===== config.mk =====
export PLATFORM = sky130hd
export DESIGN_NAME = dac2w_slave
export DESIGN_NICKNAME = d
export VERILOG_FILES = /design/src/rtl/dac2w_pkg.sv /design/src/rtl/dac2w_sync.sv /design/src/rtl/dac2w_cond.sv /design/src/rtl/dac2w_frame.sv /design/src/rtl/dac2w_slave.sv
export SDC_FILE = /design/constraint.sdc
export NUM_CORES = 1
export LEC_CHECK = 0
export ABC_AREA = 1
export BUFFER_PORTS_ARGS = -buffer_cell sky130_fd_sc_hd__buf_4
export CAP_MARGIN = 5
export CORE_UTILIZATION = 40
export CTS_BUF_LIST = sky130_fd_sc_hd__clkbuf_8 sky130_fd_sc_hd__clkbuf_16
export CTS_CLUSTER_DIAMETER = 60
export DETAILED_ROUTE_END_ITERATION = 8
export GPL_TIMING_DRIVEN = 0
export PLACE_DENSITY = 0.62
export SETUP_SLACK_MARGIN = 0.1
export SYNTH_ARGS = -nofsm -noshare
export SYNTH_HDL_FRONTEND = slang
export SYNTH_SLANG_ARGS = --single-unit

===== constraint.sdc =====
create_clock -name clk -period 1.78 [get_ports clk]
set_input_delay 0.356 -clock clk [delete_from_list [all_inputs] [get_ports clk]]
set_output_delay 0.356 -clock clk [all_outputs]
set_load 0.1 [all_outputs]

===== src/rtl/dac2w_pkg.sv =====
package dac2w_pkg;
    localparam int BYTE_BITS = 8;
    localparam int ADDR_W    = 7;
    localparam int CNT_W     = $clog2(BYTE_BITS + 1);

    typedef enum logic [2:0] {
        ST_IDLE,
        ST_ADDR,
        ST_AACK,
        ST_DATA,
        ST_DACK,
        ST_SKIP
    } st_e;

    typedef struct packed {
        st_e                  st;
        logic [CNT_W-1:0]     cnt;
        logic [BYTE_BITS-1:0] sh;
        logic                 pd_req;
        logic                 full;
        logic                 pull;
        logic [BYTE_BITS-1:0] code;
        logic                 pdown;
        logic                 commit;
    } frame_t;
endpackage


===== src/rtl/dac2w_sync.sv =====
module dac2w_sync #(
    parameter int W      = 2,
    parameter int STAGES = 2
) (
    input  logic         clk,
    input  logic         rst_n,
    input  logic [W-1:0] d_i,
    output logic [W-1:0] q_o
);
    for (genvar g = 0; g < W; g++) begin : g_line
        logic [STAGES-1:0] chain;
        always_ff @(posedge clk or negedge rst_n) begin
            if (!rst_n) chain <= '1;
            else        chain <= {chain[STAGES-2:0], d_i[g]};
        end
        assign q_o[g] = chain[STAGES-1];
    end
endmodule


===== src/rtl/dac2w_cond.sv =====
module dac2w_cond (
    input  logic clk,
    input  logic rst_n,
    input  logic scl_s,
    input  logic sda_s,
    output logic rise_o,
    output logic fall_o,
    output logic start_o,
    output logic stop_o
);
    logic scl_p, sda_p;

    always_ff @(posedge clk or negedge rst_n) begin
        if (!rst_n) begin
            scl_p <= 1'b1;
            sda_p <= 1'b1;
        end else begin
            scl_p <= scl_s;
            sda_p <= sda_s;
        end
    end

    assign rise_o  =  scl_s & ~scl_p;
    assign fall_o  = ~scl_s &  scl_p;
    assign start_o =  scl_s &  scl_p &  sda_p & ~sda_s;
    assign stop_o  =  scl_s &  scl_p & ~sda_p &  sda_s;
endmodule


===== src/rtl/dac2w_frame.sv =====
module dac2w_frame
    import dac2w_pkg::*;
#(
    parameter logic [ADDR_W-1:0] ADDR_BASE = 7'h30,
    parameter int                SEL_W     = 2
) (
    input  logic                 clk,
    input  logic                 rst_n,
    input  logic [SEL_W-1:0]     sel_i,
    input  logic                 sda_s,
    input  logic                 rise_i,
    input  logic                 fall_i,
    input  logic                 start_i,
    input  logic                 stop_i,
    output logic                 pull_o,
    output logic [BYTE_BITS-1:0] code_o,
    output logic                 pdown_o,
    output logic                 commit_o,
    output st_e                  st_o,
    output logic                 pd_req_o
);
    localparam logic [CNT_W-1:0] LAST = CNT_W'(BYTE_BITS);

    frame_t q, d;
    logic [ADDR_W-1:0] my_addr;

    assign my_addr = {ADDR_BASE[ADDR_W-1:SEL_W], sel_i};

    always_comb begin
        d        = q;
        d.commit = 1'b0;
        if (start_i) begin
            d.st   = ST_ADDR;
            d.cnt  = '0;
            d.full = 1'b0;
            d.pull = 1'b0;
        end else if (stop_i) begin
            if (q.full) begin
                d.commit = 1'b1;
                d.pdown  = q.pd_req;
                if (!q.pd_req) d.code = q.sh;
            end
            d.st   = ST_IDLE;
            d.full = 1'b0;
            d.pull = 1'b0;
        end else begin
            unique case (q.st)
                ST_ADDR: begin
                    if (rise_i) begin
                        d.sh  = {q.sh[BYTE_BITS-2:0], sda_s};
                        d.cnt = q.cnt + 1'b1;
                    end else if (fall_i && q.cnt == LAST) begin
                        if (q.sh[BYTE_BITS-1:1] == my_addr) begin
                            d.pull   = 1'b1;
                            d.pd_req = q.sh[0];
                            d.st     = ST_AACK;
                        end else begin
                            d.st = ST_SKIP;
                        end
                    end
                end
                ST_AACK: begin
                    if (fall_i) begin
                        d.pull = 1'b0;
                        d.cnt  = '0;
                        d.st   = ST_DATA;
                    end
                end
                ST_DATA: begin
                    if (rise_i) begin
                        d.sh  = {q.sh[BYTE_BITS-2:0], sda_s};
                        d.cnt = q.cnt + 1'b1;
                    end else if (fall_i && q.cnt == LAST) begin
                        d.full = 1'b1;
                        d.pull = ~q.pd_req;
                        d.st   = ST_DACK;
                    end
                end
                ST_DACK: begin
                    if (fall_i) begin
                        d.pull = 1'b0;
                        d.st   = ST_SKIP;
                    end
                end
                default: ;
            endcase
        end
    end

    always_ff @(posedge clk or negedge rst_n) begin
        if (!rst_n) begin
            q.st     <= ST_IDLE;
            q.cnt    <= '0;
            q.sh     <= '0;
            q.pd_req <= 1'b0;
            q.full   <= 1'b0;
            q.pull   <= 1'b0;
            q.code   <= '0;
            q.pdown  <= 1'b0;
            q.commit <= 1'b0;
        end else begin
            q <= d;
        end
    end

    assign pull_o   = q.pull;
    assign code_o   = q.code;
    assign pdown_o  = q.pdown;
    assign commit_o = q.commit;
    assign st_o     = q.st;
    assign pd_req_o = q.pd_req;
endmodule


===== src/rtl/dac2w_slave.sv =====
module dac2w_slave #(
    parameter logic [6:0] ADDR_BASE   = 7'h30,
    parameter int         SEL_W       = 2,
    parameter int         SYNC_STAGES = 2
) (
    input  logic             clk,
    input  logic             rst_n,
    input  logic             scl_i,
    input  logic             sda_i,
    input  logic [SEL_W-1:0] addr_sel,
    output logic             sda_pull_o,
    output logic [7:0]       code_o,
    output logic             pdown_o,
    output logic             commit_o
);
    logic scl_s, sda_s;
    logic rise, fall, start, stop;
    dac2w_pkg::st_e st;
    logic pd_req;

    dac2w_sync #(.W(2), .STAGES(SYNC_STAGES)) u_sync (
        .clk   (clk),
        .rst_n (rst_n),
        .d_i   ({scl_i, sda_i}),
        .q_o   ({scl_s, sda_s})
    );

    dac2w_cond u_cond (
        .clk     (clk),
        .rst_n   (rst_n),
        .scl_s   (scl_s),
        .sda_s   (sda_s),
        .rise_o  (rise),
        .fall_o  (fall),
        .start_o (start),
        .stop_o  (stop)
    );

    dac2w_frame #(.ADDR_BASE(ADDR_BASE), .SEL_W(SEL_W)) u_frame (
        .clk      (clk),
        .rst_n    (rst_n),
        .sel_i    (addr_sel),
        .sda_s    (sda_s),
        .rise_i   (rise),
        .fall_i   (fall),
        .start_i  (start),
        .stop_i   (stop),
        .pull_o   (sda_pull_o),
        .code_o   (code_o),
        .pdown_o  (pdown_o),
        .commit_o (commit_o),
        .st_o     (st),
        .pd_req_o (pd_req)
    );
endmodule


==> impl_metrics.tcl, run 1 <==
set metrics [dict create \
    routed_wl_um 3070 \
    clk-insertion-delay-late_ns 0.29 \
    final_hold_viol_count 0 \
    dominantRegCellSynth "dfrtp_1" \
    clkSinkCount 34 \
    maxSlewViolCount 0 \
    rsz0062_at_grt "yes" \
    cp_num_buf_inv 1 \
    gr-total-overflow 0 \
    max_stage_delay_ns 0.58 \
    vias 1289 \
    synth_seq_cells 34 \
    critical_path_class "reg -> reg" \
    yosysUniqueCellTypes 26 \
    synth_area_sq_mm 0.00170 \
    synth_top_area_share_pct 41.1 \
    wl_per_cell_um 11.2 \
    required_ns 1.96 \
    drv_cap 0 \
    synthTopCellsByArea "dfrtp_1, nand2_1, dfstp_2, inv_1, nand3_1" \
    cts_setup_buffers 0 \
    cpMostUsedCell "nand2_1" \
    drt-pass1-iter-count 4 \
    grt_usage_pct 16.1 \
    fin_tns_setup_ns 0 \
    die_height_um 67.3 \
    layout_common_cells "nand2_1, dfrtp_1, inv_1" \
    yosys_warnings 0 \
    tritoncts "done" \
    final_antenna_net_count 0 \
    period_minus_slack_ns 1.61 \
    hold_class "in -> async" \
    synth_top_area_cell "dfrtp_1" \
    worstMarginPinSlew_ns 0.430 \
    fin_skew_ns 0.00872 \
    clockRootBuffer "clkbuf_8" \
    antenna_cells 0 \
    grt_max_degree 35 \
    finalCritPeriodShare_pct 90.2 \
    outcome "finished clean" \
    h-tree-depth 2 \
    fillers 394 \
    area_growth_pct 16.5 \
    grt_pass1_wl_um 5330 \
    dp_hpwl_um 2190 \
    clk_pin_slew_ns 0.07 \
    drive_above_1_share_pct 27.6 \
    path_delay_family "simple AND/OR/NAND/NOR gates" \
    grt_pass1_vias 1245 \
    synth_edf_count 0 \
    async_flop_share_pct 100 \
    relSlewSlack_pct 71.3 \
    design.core.area_sq_mm 0.00406 \
    fp-row-count 23 \
    drc_errors 0 \
    startpoint_type "flop" \
    syn-num-nets 210 \
    die_w_um 67.3 \
    syn_area_per_cell_sq_um 8.44 \
    p_leak_nw 1.03 \
    initial_core_util_pct 42.0 \
    syn_inst 202 \
    die_area_sq_mm 0.00453 \
    layout.cells.most_common "nand2_1" \
    worstPathMaxFanout 5 \
    p_per_area_mw_per_mm2 1290 \
    setup_viol 0 \
    design.final.nets 233 \
    crit_path_top_delay_cell "dfstp_2" \
    max_clock_freq_ghz 0.623 \
    endpoint_kind "flop" \
    io_buffers 16 \
    numCtsBuffers 5 \
    cts_resized 0 \
    synth-seq-area-share_pct 50.4 \
    clockBufferDepth 2 \
    crit_arrival_ns 1.78 \
    via_per_inst 4.69 \
    hold_buffers 0 \
    crit_chain "nand2_1 > nor2_2 > nor2_1 > nand2_1 > inv_2 > nor2_4 > nand2_2 > nand2_1 > nand2_1" \
    pin_count 17 \
    antenna_found_initial 0 \
    vdd_drop_max_v 0.000573 \
    drtIter0Drc 92 \
    whs_ns 0.00875 \
    routabilityCongestion 0.858 \
]
state kept, by name (all words and copies together), names as in the netlist:
| register | cells |
|---|---|
| u_frame.pull_o | 1 |
| u_cond.scl_p | 1 |
| u_frame.code_o | 8 |
| u_frame.pd_req_o | 1 |
| u_frame.pdown_o | 1 |
| u_cond.sda_p | 1 |
| u_sync.g_line.chain | 4 |
| u_frame.q | 13 |
| u_frame.commit_o | 1 |
| u_frame.st_o | 3 |
metrics by stage:
stage	power (mW)	setup slack (ns)	instance area, sq um	std cells	utilization (%)
CTS	2.58	0.137	1970	275	48.4
global route	2.78	0.0665	1990	275	48.9
finish	2.57	0.174	1990	275	48.9
detailed placement	2.03	0.187	1890	268	46.5
floorplan	1.83	0.373	1700	202	-
global placement	2.01	0.215	1890	268	46.5
cell type report:
class	instances	area [sq um]	share of cell area, %
Inverter	27	101	5.10
Buffer	11	86.3	4.35
Tap cell	50	62.6	3.15
Clock buffer	5	68.8	3.47
Multi-Input combinational cell	130	678	34.2
Timing Repair Buffer	16	120	6.05
Clock inverter	2	10.0	0.504
Sequential cell	34	858	43.2
worst register-to-register path, delay by kind of cell, from the launching register on:
kind,cells,cell delay (ns)
flip-flops,1,0.58
AND/OR/NAND/NOR,8,0.86
buffers and inverters,1,0.05
cells by family after synthesis:
logic type      Yosys count  share of synthesized area [%]
fa+ha+maj                 2                           1.47
xor+xnor                  2                           1.03
compound gates           25                           9.55
flops                    34                           50.4
simple gates            101                           26.9
buf+inv                  38                           10.6
synth_stat cells, types with 2 or more instances:
cell type,instances
nand2_2,2
nor2_4,4
a21oi_1,6
ha_1,2
buf_4,8
o21ai_0,9
inv_1,25
inv_2,2
nor3_1,2
nand2_1,55
nand4_1,2
dfrtp_1,28
nor2_1,16
nor2_2,5
dfstp_2,6
nand3_1,14
o21ai_2,7
power breakdown:
group	internal, mW	total, mW	switching (mW)
Sequential	0.928	1.05	0.122
Clock	0.262	0.535	0.273
Combinational	0.321	0.982	0.661
worst paths after layout:
path	depth (start not counted)	slack, ns	startpoint	endpoint
max reg2reg	9	0.17	u_cond.scl_p$_DFF_PN1_	u_frame.st_o[1]$_DFFE_PN0P_
max in group asynchronous	1	1.43	rst_n	u_sync.g_line[0].chain[0]$_DFF_PN1_
max	9	0.17	u_cond.scl_p$_DFF_PN1_	u_frame.st_o[1]$_DFFE_PN0P_
min reg2reg	0	0.36	u_sync.g_line[0].chain[0]$_DFF_PN1_	u_sync.g_line[0].chain[1]$_DFF_PN1_
min in group clk	1	0.18	scl_i	u_sync.g_line[1].chain[0]$_DFF_PN1_
min	1	0.009	rst_n	u_frame.q[16]$_DFFE_PN0P_
routing by layer:
| layer | vias to the layer above | GRT usage, % | wire, um | share of wire, % |
|---|---|---|---|---|
| met3 | 5 | 4.73 | 87 | 2.8 |
| met5 | - | 0 | 0 | 0 |
| met2 | 19 | 27.8 | 1440 | 47 |
| met1 | 597 | 18.0 | 1490 | 49 |
| met4 | 0 | 7.98 | 52 | 1.7 |
| li1 | 668 | - | - | - |
(Power assumes the default switching activity.)
==> inputs of run 2 (changes only) <==
ABC_AREA = default   (was 1)
==> run 2 against run 1 <==
Effect of this change:
- via count fell by 15%
- clock skew fell by 0.0045 ns
- die area fell by 5.8%
- synthesized cell count fell by 37%
- non-clock buffer count rose by 19
- area after synthesis fell by 6.0%
- worst hold slack improved by 0.0038 ns
- register-to-register slack got worse by 0.14 ns
- clock-buffer cell count rose by 1
- wire length rose by 1.7%
- critical path type unchanged
==> impl_metrics.tcl, run 2 <==
set metrics [dict create \
    outcome "finished clean" \
    switching_share_pct 31.6 \
    finalCritPeriodShare_pct 98.2 \
    synthSimpleGateAreaFrac_pct 14.9 \
    synth_top_area_share_pct 43.8 \
    synthTopCellsByArea "dfrtp_1, dfstp_2, mux2_2, mux2_1, buf_4" \
    rsz0062_at_grt "yes" \
    maxSlewViolCount 0 \
    yosysUniqueCellTypes 40 \
    pin_count 17 \
    synth-compound-area-share_pct 7.81 \
    drtIter0Drc 46 \
    grt_pass1_vias 1105 \
    routabilityCongestion 0.857 \
    grt_pass1_wl_um 5070 \
    fin_skew_ns 0.00417 \
    via_per_inst 5.06 \
    synth-seq-area-share_pct 53.6 \
    critical_path_class "reg -> reg" \
    area_growth_pct 31.9 \
    largest_reg_flops 13 \
    final_antenna_net_count 0 \
    clockBufferDepth 2 \
    p_per_area_mw_per_mm2 1100 \
    whs_ns 0.0126 \
    worstMarginPinSlew_ns 0.434 \
    p_leak_nw 1.01 \
    io_buffers 16 \
    gr-total-overflow 0 \
    clockRootBuffer "clkbuf_8" \
    die_w_um 65.3 \
    fillers 314 \
    final_hold_viol_count 0 \
    startpoint_type "flop" \
    vdd_drop_max_v 0.000547 \
    die_height_um 65.3 \
    yosys_warnings 0 \
    grt_max_degree 35 \
    syn_inst 128 \
    synth_top_area_cell "dfrtp_1" \
    clkSinkCount 34 \
    ys_top_cells_by_count "dfrtp_1, mux2_2, mux2_1" \
    endpoint_kind "flop" \
    synth-xor-area-share_pct 1.64 \
    dp_hpwl_um 1860 \
    seq_power_share_pct 45.4 \
    synth.most_common_cell "dfrtp_1" \
    place_worst_setup_slack_ns -0.144 \
    clkPwrFrac_pct 24.3 \
    synth_top_family_by_area "simple AND/OR/NAND/NOR gates" \
    drive_above_1_share_pct 55.0 \
    max_clock_freq_ghz 0.572 \
    die_area_sq_mm 0.00426 \
    fp-row-count 22 \
    drv_cap 0 \
    h-tree-depth 2 \
    netSwitchingPower_mw 0.733 \
    required_ns 1.95 \
    period_minus_slack_ns 1.75 \
    synth_area_sq_mm 0.00160 \
    dominantRegCellSynth "dfrtp_1" \
    registers.top_by_ff_count "u_frame.q" \
    tritoncts "done" \
    p_total_mw 2.32 \
    p_comb_share_pct 30.3 \
    layout.cells.most_common "buf_4" \
    syn-num-nets 136 \
    grt_usage_pct 16.3 \
    numCtsBuffers 5 \
    vias 1097 \
    design.core.area_sq_mm 0.00374 \
    yosys.area_share.adder_pct 1.56 \
    drt-pass1-iter-count 4 \
    instances_no_fill 217 \
    clk-insertion-delay-late_ns 0.28 \
    placed_cells 192 \
    wl_per_cell_um 14.4 \
    final_area_sq_mm 0.00211 \
    fin_tns_setup_ns 0 \
    crit_arrival_ns 1.92 \
    timing.final.ws_setup_ns 0.0315 \
    initial_core_util_pct 42.8 \
    antenna_found_initial 0 \
    p_int_mw 1.59 \
    syn_area_per_cell_sq_um 12.5 \
    hold_class "in -> async" \
    relSlewSlack_pct 71.0 \
    post-route-util_pct 56.4 \
    layout_common_cells "buf_4, dfrtp_1, mux2_2" \
    worstPathMaxFanout 4 \
    clk_pin_slew_ns 0.07 \
    antenna_cells 0 \
    design.final.nets 176 \
    synth.area.mux_share_pct 14.3 \
    setup_viol 0 \
    async_flop_share_pct 100 \
    synth_seq_cells 34 \
    synth_edf_count 0 \
    routed_wl_um 3120 \
    drc_errors 0 \
    post_dp_cell_area_sq_mm 0.00178 \
    hold_buffers 0 \
]
run 2: cell count changes after synthesis, sizes merged, moves of 4 or more:
cell and change:
o21ai -11, nand2 -53, mux2 +20, nor3b +4
nor2b +6, nor2 -20, inv -24, a21oi -4
nand3 -10
run 2: final timing paths:
check                                               startpoint                                   to  slack, ns  depth (start not counted)
setup / recovery                     u_frame.q[21]$_DFFE_PN0P_           u_frame.pull_o$_DFFE_PN0P_       0.03                          7
hold / removal                                           rst_n        u_frame.code_o[7]$_DFFE_PN0P_       0.01                          1
setup reg to reg                     u_frame.q[21]$_DFFE_PN0P_           u_frame.pull_o$_DFFE_PN0P_       0.03                          7
hold reg to reg            u_sync.g_line[0].chain[0]$_DFF_PN1_  u_sync.g_line[0].chain[1]$_DFF_PN1_       0.36                          0
max in group asynchronous                                rst_n               u_cond.scl_p$_DFF_PN1_       1.42                          1
min in group clk                                         scl_i  u_sync.g_line[1].chain[0]$_DFF_PN1_       0.18                          1
run 2: what timing repair did:
item / 4_1_cts / 5_1_grt
endpoints found under the setup margin: 19 / 21
pin swaps: 8 / 9
gates cloned: 0 / 1
buffers inserted: 9 / 8
resized for setup: 16 / 11
run 2: power groups by stage:
| stage | Sequential, mW | Combinational (mW) | Clock, mW |
|---|---|---|---|
| 2_1_floorplan | 1.10 | 0.359 | 0 |
| 3_3_place_gp | 1.05 | 0.530 | 0 |
| 3_5_place_dp | 1.05 | 0.550 | 0 |
| 4_1_cts | 1.03 | 0.646 | 0.584 |
| 5_1_grt | 1.08 | 0.771 | 0.611 |
| 6_report | 1.06 | 0.704 | 0.565 |
run 2: area by class of cell:
type / instances / area, sq um / share of cell area, %
sequential: 34 / 858 / 40.6
multi-input combinational: 78 / 733 / 34.7
timing repair buffer: 34 / 268 / 12.7
buffer: 12 / 91.3 / 4.32
clock buffer: 6 / 82.6 / 3.91
tap: 48 / 60.1 / 2.84
inverter: 3 / 11.3 / 0.533
clock inverter: 2 / 7.51 / 0.355
run 2: metal layers:
metal / part of all wire [%] / GRT usage [%] / routed length (um) / vias to the layer above
met5: 0 / 0 / 0 / -
li1: - / - / - / 526
met4: 1.1 / 8.97 / 35 / 0
met2: 49 / 25.4 / 1520 / 16
met3: 2.9 / 4.69 / 91 / 4
met1: 47 / 20.2 / 1480 / 551
run 2: kinds of logic after synthesis:
group | after synthesis
and+or+nand+nor | 37
DFF | 34
adders and majority gates | 2
AOI/OAI and AO/OA | 16
buffers and inverters | 16
xor gates and xnor gates | 3
muxes | 20
run 2: worst max-delay path: stages (launching register included):
cell	delay (ns)
dfrtp_1	0.36
inv_2	0.06
ha_4	0.15
and4b_1	0.18
or3_4	0.34
a31oi_4	0.20
a21oi_2	0.06
mux2_4	0.30
